### src/rtl/ret_stack_pkg.sv
package ret_stack_pkg;
  localparam int RS_DEPTH = 4;
  localparam int RS_PTR_W = $clog2(RS_DEPTH);
  localparam int RS_CNT_W = $clog2(RS_DEPTH + 1);

  typedef struct packed {
    logic                wrEn;
    logic [RS_PTR_W-1:0] wrIdx;
    logic [RS_PTR_W-1:0] rdIdx;
  } rs_strobe_t;
endpackage

### src/rtl/ret_stack_ctrl.sv
module ret_stack_ctrl
  import ret_stack_pkg::*;
(
  input  logic                clk,
  input  logic                rst_n,
  input  logic                pushEn,
  input  logic                popRestoreEn,
  input  logic                popKeepEn,
  output rs_strobe_t          strobe,
  output logic                carryLoad,
  output logic [RS_CNT_W-1:0] depth
);
  localparam logic [RS_CNT_W-1:0] FULL = RS_CNT_W'(RS_DEPTH);

  logic [RS_PTR_W-1:0] wrPtr;
  logic [RS_PTR_W-1:0] topIdx;
  logic [RS_CNT_W-1:0] count;
  logic                popAny;

  assign popAny = popRestoreEn | popKeepEn;
  assign topIdx = wrPtr - RS_PTR_W'(1);

  always_comb begin
    strobe.wrEn  = pushEn;
    strobe.wrIdx = popAny ? topIdx : wrPtr;
    strobe.rdIdx = topIdx;
  end

  assign carryLoad = popRestoreEn;
  assign depth     = count;

  always_ff @(posedge clk or negedge rst_n) begin
    if (!rst_n) begin
      wrPtr <= '0;
      count <= '0;
    end else begin
      if (pushEn && !popAny) begin
        wrPtr <= wrPtr + RS_PTR_W'(1);
        if (count != FULL) count <= count + RS_CNT_W'(1);
      end else if (popAny && !pushEn) begin
        wrPtr <= topIdx;
        if (count != '0) count <= count - RS_CNT_W'(1);
      end else if (popAny && pushEn) begin
        if (count == '0) count <= RS_CNT_W'(1);
      end
    end
  end

  // occupancy never exceeds the number of slots
  assert_depth_bound_R7: assert property (@(posedge clk) disable iff (!rst_n)
    depth <= FULL);

  // an empty pop keeps the count at zero
  assert_empty_pop_R8: assert property (@(posedge clk) disable iff (!rst_n)
    (popAny && !pushEn && depth == '0) |=> depth == '0);

  // a combined push and pop leaves the count alone, except from empty
  assert_pushpop_depth_R9: assert property (@(posedge clk) disable iff (!rst_n)
    (popAny && pushEn && depth != '0) |=> $stable(depth));

  assert_pushpop_empty_R9: assert property (@(posedge clk) disable iff (!rst_n)
    (popAny && pushEn && depth == '0) |=> depth == RS_CNT_W'(1));
endmodule

### src/rtl/ret_stack_datapath.sv
module ret_stack_datapath
  import ret_stack_pkg::*;
#(
  parameter int ADDR_W = 11
) (
  input  logic              clk,
  input  logic              rst_n,
  input  rs_strobe_t        strobe,
  input  logic              pushFromCall,
  input  logic [ADDR_W-1:0] pushAddr,
  input  logic              pushCarry,
  output logic [ADDR_W-1:0] topAddr,
  output logic              topCarry
);
  localparam int ENTRY_W = ADDR_W + 1;

  logic [ENTRY_W-1:0] entries [RS_DEPTH];
  logic [ADDR_W-1:0]  storeAddr;
  logic [ENTRY_W-1:0] newEntry;
  logic [ENTRY_W-1:0] topEntry;

  assign storeAddr = pushFromCall ? pushAddr + ADDR_W'(1) : pushAddr;
  assign newEntry  = {pushCarry, storeAddr};

  for (genvar i = 0; i < RS_DEPTH; i++) begin : g_slot
    always_ff @(posedge clk or negedge rst_n) begin
      if (!rst_n) entries[i] <= '0;
      else if (strobe.wrEn && strobe.wrIdx == RS_PTR_W'(i)) entries[i] <= newEntry;
    end
  end

  assign topEntry = entries[strobe.rdIdx];
  assign topAddr  = topEntry[ADDR_W-1:0];
  assign topCarry = topEntry[ADDR_W];

  // the pushed entry becomes the visible top on the next cycle
  assert_push_top_R2: assert property (@(posedge clk) disable iff (!rst_n)
    strobe.wrEn |=> (topAddr == $past(storeAddr)) && (topCarry == $past(pushCarry)));
endmodule

### src/rtl/ret_stack.sv
module ret_stack
  import ret_stack_pkg::*;
#(
  parameter int ADDR_W = 11
) (
  input  logic                clk,
  input  logic                rst_n,
  input  logic                pushEn,
  input  logic                pushFromCall,
  input  logic [ADDR_W-1:0]   pushAddr,
  input  logic                pushCarry,
  input  logic                popRestoreEn,
  input  logic                popKeepEn,
  output logic [ADDR_W-1:0]   topAddr,
  output logic                carryOut,
  output logic                carryLoad,
  output logic [RS_CNT_W-1:0] depth
);
  rs_strobe_t strobe;

  ret_stack_ctrl u_ctrl (
    .clk(clk), .rst_n(rst_n), .pushEn(pushEn),
    .popRestoreEn(popRestoreEn), .popKeepEn(popKeepEn),
    .strobe(strobe), .carryLoad(carryLoad), .depth(depth)
  );

  ret_stack_datapath #(.ADDR_W(ADDR_W)) u_dp (
    .clk(clk), .rst_n(rst_n), .strobe(strobe), .pushFromCall(pushFromCall),
    .pushAddr(pushAddr), .pushCarry(pushCarry),
    .topAddr(topAddr), .topCarry(carryOut)
  );

  // a push directly followed by a pop uncovers the previous top
  assert_lifo_R4: assert property (@(posedge clk) disable iff (!rst_n)
    ($past(pushEn && !popRestoreEn && !popKeepEn) &&
     (popRestoreEn || popKeepEn) && !pushEn) |=> topAddr == $past(topAddr, 2));

  // a value-return pop never asks the core to reload carry
  assert_keep_carry_R6: assert property (@(posedge clk) disable iff (!rst_n)
    (popKeepEn && !popRestoreEn) |-> !carryLoad);
endmodule

### config.mk
export PLATFORM = sky130hd
export DESIGN_NAME = ret_stack
export DESIGN_NICKNAME = d
export VERILOG_FILES = /design/src/rtl/ret_stack_pkg.sv /design/src/rtl/ret_stack_ctrl.sv /design/src/rtl/ret_stack_datapath.sv /design/src/rtl/ret_stack.sv
export SDC_FILE = /design/constraint.sdc
export NUM_CORES = 1
export LEC_CHECK = 0
export BUFFER_PORTS_ARGS = -buffer_cell sky130_fd_sc_hd__buf_2
export CORE_AREA = 2 2 84 86
export CTS_BUF_LIST = sky130_fd_sc_hd__clkbuf_2
export CTS_CLUSTER_SIZE = 16
export DETAILED_ROUTE_END_ITERATION = 12
export DIE_AREA = 0 0 86 88
export SYNTH_ARGS = -nofsm -noshare
export SYNTH_HDL_FRONTEND = slang
export SYNTH_SLANG_ARGS = --single-unit
### constraint.sdc
create_clock -name clk -period 4.75 [get_ports clk]
set_input_delay 0.2375 -clock clk [delete_from_list [all_inputs] [get_ports clk]]
set_output_delay 0.2375 -clock clk [all_outputs]
set_load 0.05 [all_outputs]
==> flow_summary.toml, run 1 <==
[status]
status = "completed"

[global_route]
grt-ovfl-total = 0
gr-usage-all-layers_pct = 15.8
grt_pass1_wl_mm = 9.23
grt_max_degree = 54
grt_pass1_vias = 1787
antenna_found_initial = 0

[finish]
fillCellCount = 630
multi_input_area_um2 = 1470
diodes = 0
nets = 285
syn_to_final_growth_pct = 8.27
post-route-util_pct = 47.3
drive_above_1_share_pct = 36.4
regArea_um2 = 1330
final_cells = 341

[setup_path]
cp_data_arrival_time_ps = 2410
r2r_slack_ps = 2210
worstReg2RegStart = "u_ctrl.wrPtr[1]"
end_kind = "primary output"
cp_slowest_stage_delay_ps = 1110
worstPathCellList = "mux4_2, buf_2"
crit_path_max_fanout = 20
start_kind = "flop"
path_class = "reg2out"
cpMaxStageDelayCell = "dfrtp_1"
timing.rr.end = "u_dp.entries[25]"
reg2reg_depth = 4
crit_required_ps = 4510

[routing]
viasPerCell = 5.26
first_pass_iters = 4
drc = 0
drtIter0Drc = 59
ant_nets = 0
wl_per_cell_um = 16.0
wl_mm = 5.46
vias = 1792

[logic_synthesis]
synth.distinct_cells = 39
synth_seq_area_share_pct = 45.7
synth-edff-count = 0
yosys_warnings = 0
synth_nets = 256
async_flop_share_pct = 100
postSynthCellCount = 231
netlist_area_um2 = 2910
syn_area_per_cell_um2 = 12.6
ys_seq_elements = 53
ys.flop_type = "dfrtp_1"

[timing]
slew_headroom_pct = 29.1
fin_worst_skew_ps = 8.21
fin_hold_ws_ps = 62.9
setup_viol = 0
tightest_slew_ps = 1060
post-route-min-period_ps = 2650
rsz0062_at_grt = "no"
report.final.slew_viol_count = 0
finalSetupTns_ps = 0
fmax_ghz = 0.377
timing_hold_violations_final = 0
final_min_period_over_clock_period_pct = 55.8

[place]
numPortBuffers = 33
place_congestion = 0.721
placedCellCount = 332
hpwl_mm = 3.85

[clock_network]
cts.sinks = 53
post_cts_buffers = 0
cts_hold_buffers = 1
root_buffer = "clkbuf_2"
htreeDepth = 2
clk_pin_slew_ps = 270
cts_tree = "done"
cts_buffers = 5
clockBufferDepth = 2
clk_latency_ps = 440
cts_resized = 0

[die]
initial_core_util_pct = 43.7
die-area_um2 = 7570
dieWidth_um = 86
die_h_um = 88
core_area_um2 = 6640
pin_count = 34
rows = 30

[power_and_ir_drop]
peakVddDrop_v = 0.000250
p_per_area_nw_per_um2 = 719
leakage_nw = 1.45

[min_path]
min_path_cells = 2
holdPathEnd = "u_dp.entries[35]"
hold_start = "pushCarry"
hold_path_class = "in2reg"

[job]
cap_violations = 0
-- per-stage QoR --
stage / power, W / instance area, um2 / setup slack (ps)
2_1_floorplan: 0.00188 / 2910 / 2910
3_3_place_gp: 0.00209 / 3090 / 2220
3_5_place_dp: 0.00211 / 3090 / 2180
4_1_cts: 0.00229 / 3150 / 2010
5_1_grt: 0.00242 / 3150 / 1870
6_report: 0.00226 / 3150 / 2100
-- metal layers --
layer,wire length (um),track usage (%),part of all wire [%],vias up
met4,49,3.90,0.90,0
li1,-,-,-,874
met2,2550,24.7,47,24
met3,153,2.64,2.8,6
met1,2710,22.9,50,888
met5,0,0,0,-
-- how the worst max path moves through the flow --
stage | to | from | depth (start not counted)
after global routing | topAddr[2] | u_ctrl.wrPtr[0] | 2
after CTS | topAddr[0] | u_ctrl.wrPtr[0] | 2
after floorplan | u_ctrl.depth[0] | u_ctrl.depth[0] | 6
after detailed placement | u_dp.entries[25] | u_ctrl.wrPtr[0] | 3
final | topAddr[2] | u_ctrl.wrPtr[0] | 2
after global placement | u_dp.entries[25] | u_ctrl.wrPtr[0] | 3
-- sequential cells by signal, indices dropped and copies added, names as in the netlist --
signal / flops
u_dp.entries: 48
u_ctrl.wrPtr: 2
u_ctrl.depth: 3
-- synthesized netlist by cell type, drive strengths merged (2+ instances only) --
cell     n  area, um2
dfrtp   53       1330
mux2    29        409
nand2   18       67.6
o21ai   16       95.1
nor2    14       52.6
xor2    13        114
a21oi   12       60.1
mux4    12        270
xnor2   12        105
buf     11       80.1
nor3     8       60.1
ha       7       87.6
inv      5       21.3
nand4    4       31.3
clkbuf   3       12.5
and3     2       17.5
mux2i    2       20.0
nand3    2       10.0
-- placed cells by master (no fill, tap or decap), types with 2 or more instances in the layout --
cell,instances
o21ai_0,10
dfrtp_1,53
buf_2,33
nor3_1,4
nand3_1,2
nor3_2,4
nor2_1,14
xor2_1,13
mux2_4,22
nand4_1,3
mux2_2,7
buf_4,2
nand2_1,18
a21oi_1,12
xnor2_1,12
mux4_2,12
ha_1,7
o21ai_1,4
mux2i_1,2
clkbuf_2,5
clkinv_2,2
inv_1,4
-- area by class of cell --
cell class	count	area share (%)
Clock inverter	3	0.557
Timing Repair Buffer	36	6.05
Tap cell	80	3.18
Inverter	5	0.676
Sequential cell	53	42.2
Clock buffer	5	0.796
Multi-Input combinational cell	159	46.6
-- where the power goes --
group          leakage [nW]  internal, W  switching [W]
Clock                0.0287    0.0000344       0.000146
Combinational         0.794     0.000526       0.000697
Sequential            0.627     0.000668       0.000189
-- logic make-up (layout without fill, tap and decap cells) --
family / after synthesis / in the layout / synth area share (%)
buf+inv: 19 / 49 / 3.92
mux: 43 / 43 / 24.1
fa+ha+maj: 7 / 7 / 3.01
xor+xnor: 25 / 25 / 7.54
simple gates: 52 / 52 / 9.22
flops: 53 / 53 / 45.7
compound gates: 32 / 32 / 6.59
-- worst max-delay path: cells and delay by family (launching register included) --
family / cells / cell delay [ps]
buffers and inverters: 1 / 230
flip-flops: 1 / 1110
multiplexers: 1 / 630
(Power assumes the default switching activity.)
==> run 2: changes to the inputs <==
Clock period 4.75 ns to 2.5 ns, I/O delays scaled along.
==> flow_summary.toml, run 2 (synthesized netlist as in run 1, its figures left out) <==
[finish]
drive_above_1_share_pct = 37.5
reg_top3 = "u_dp.entries x48, u_ctrl.depth x3, u_ctrl.wrPtr x2"
largest_register_ffs = 48
nets = 296
largest_register = "u_dp.entries"
postLayoutCellArea_um2 = 3270
layout_commonest_cell = "dfrtp_1"
final_cells = 352
fillCellCount = 603
syn_to_final_growth_pct = 12.4
post-route-util_pct = 49.2
final_cell_mix = "dfrtp_1 (53), buf_2 (33), mux2_4 (22)"
diodes = 0

[clock_network]
cts_tree = "done"
cts_resized = 0
post_cts_buffers = 0
clk_pin_slew_ps = 270
cts_buffers = 5
clk_latency_ps = 460
cts.sinks = 53
htreeDepth = 2
clockBufferDepth = 2
cts_hold_buffers = 5
root_buffer = "clkbuf_2"

[routing]
viasPerCell = 5.14
first_pass_iters = 5
wl_mm = 5.63
drc = 0
vias = 1810
ant_nets = 0
wl_per_cell_um = 16.0
drtIter0Drc = 49

[die]
dieWidth_um = 86
die-area_um2 = 7570
rows = 30
die_h_um = 88
initial_core_util_pct = 43.7
core_area_um2 = 6640
pin_count = 34

[setup_path]
crit_path_max_fanout = 11
crit_required_ps = 2380
path_class = "reg2out"
worst-path-buf-inv = 2
start_kind = "flop"
cp_data_arrival_time_ps = 2120
end_kind = "primary output"
cp_slowest_stage_delay_ps = 650
worstPathCellList = "buf_4, mux4_2, buf_2"
critPathTopFamily = "flip-flops"
cpMaxStageDelayCell = "dfrtp_1"

[place]
placedCellCount = 339
dpl-instance-area_um2 = 3150
numPortBuffers = 33
place_congestion = 0.726
hpwl_mm = 4.08

[job]
cap_violations = 0

[global_route]
gr-usage-all-layers_pct = 16.0
grt-ovfl-total = 0
grt_max_degree = 34
antenna_found_initial = 0
grt_pass1_wl_mm = 9.20
grt_pass1_vias = 1835

[timing]
fin_hold_ws_ps = 23.9
tightest_slew_ps = 774
fmax_ghz = 0.445
report.final.slew_viol_count = 0
fin_worst_skew_ps = 12.2
finalSetupTns_ps = 0
final_min_period_over_clock_period_pct = 89.8
rsz0062_at_grt = "no"
slew_headroom_pct = 48.4
setup_viol = 0
timing_hold_violations_final = 0
post-route-min-period_ps = 2240

[status]
status = "completed"

[min_path]
hold_path_class = "in2reg"

[power_and_ir_drop]
peakVddDrop_v = 0.000629
leakage_nw = 1.51
p_per_area_nw_per_um2 = 1370
[run 2: per-layer routing]
layer | track usage [%] | routed length, um
met1 | 21.6 | 2780
met2 | 26.6 | 2640
met3 | 2.83 | 137
met4 | 4.76 | 70
met5 | 0 | 0
[run 2: where the power goes]
part / internal, W / total [W] / switching [W]
combinational: 0.00105 / 0.00247 / 0.00142
clock: 0.000170 / 0.000461 / 0.000291
sequential: 0.00127 / 0.00155 / 0.000278
[run 2: area by class of cell]
class	instances	area, um2	area share [%]
tap	80	100	3.06
timing repair buffer	47	283	8.66
clock buffer	5	25.0	0.766
sequential	53	1330	40.6
clock inverter	3	46.3	1.42
multi-input combinational	159	1470	44.8
inverter	5	21.3	0.651
[run 2: path summary, 6_finish.rpt]
| kind | start | endpoint | slack, ps | cells after the start |
|---|---|---|---|---|
| setup / recovery | u_ctrl.wrPtr[0] | topAddr[2] | 260 | 3 |
| hold / removal | pushAddr[0] | u_dp.entries[36] | 20 | 3 |
| setup reg to reg | u_ctrl.wrPtr[1] | u_dp.entries[26] | 600 | 5 |
| hold reg to reg | u_dp.entries[16] | u_dp.entries[16] | 520 | 2 |
| max in group asynchronous | rst_n | u_dp.entries[0] | 1610 | 3 |
| min in group asynchronous | rst_n | u_dp.entries[29] | 220 | 2 |
[run 2: through the flow]
step                      power (W)  setup slack, ps
final                       0.00448              255
after floorplan             0.00356              658
after global placement      0.00404              680
after CTS                   0.00453              216
after global routing        0.00475              122
after detailed placement    0.00406              623
[run 2: worst register-to-register path: stages (launching register included)]
cell	delay [ps]
dfrtp_1	580
inv_1	140
and3_1	200
o21ai_2	310
buf_4	280
mux2_4	310
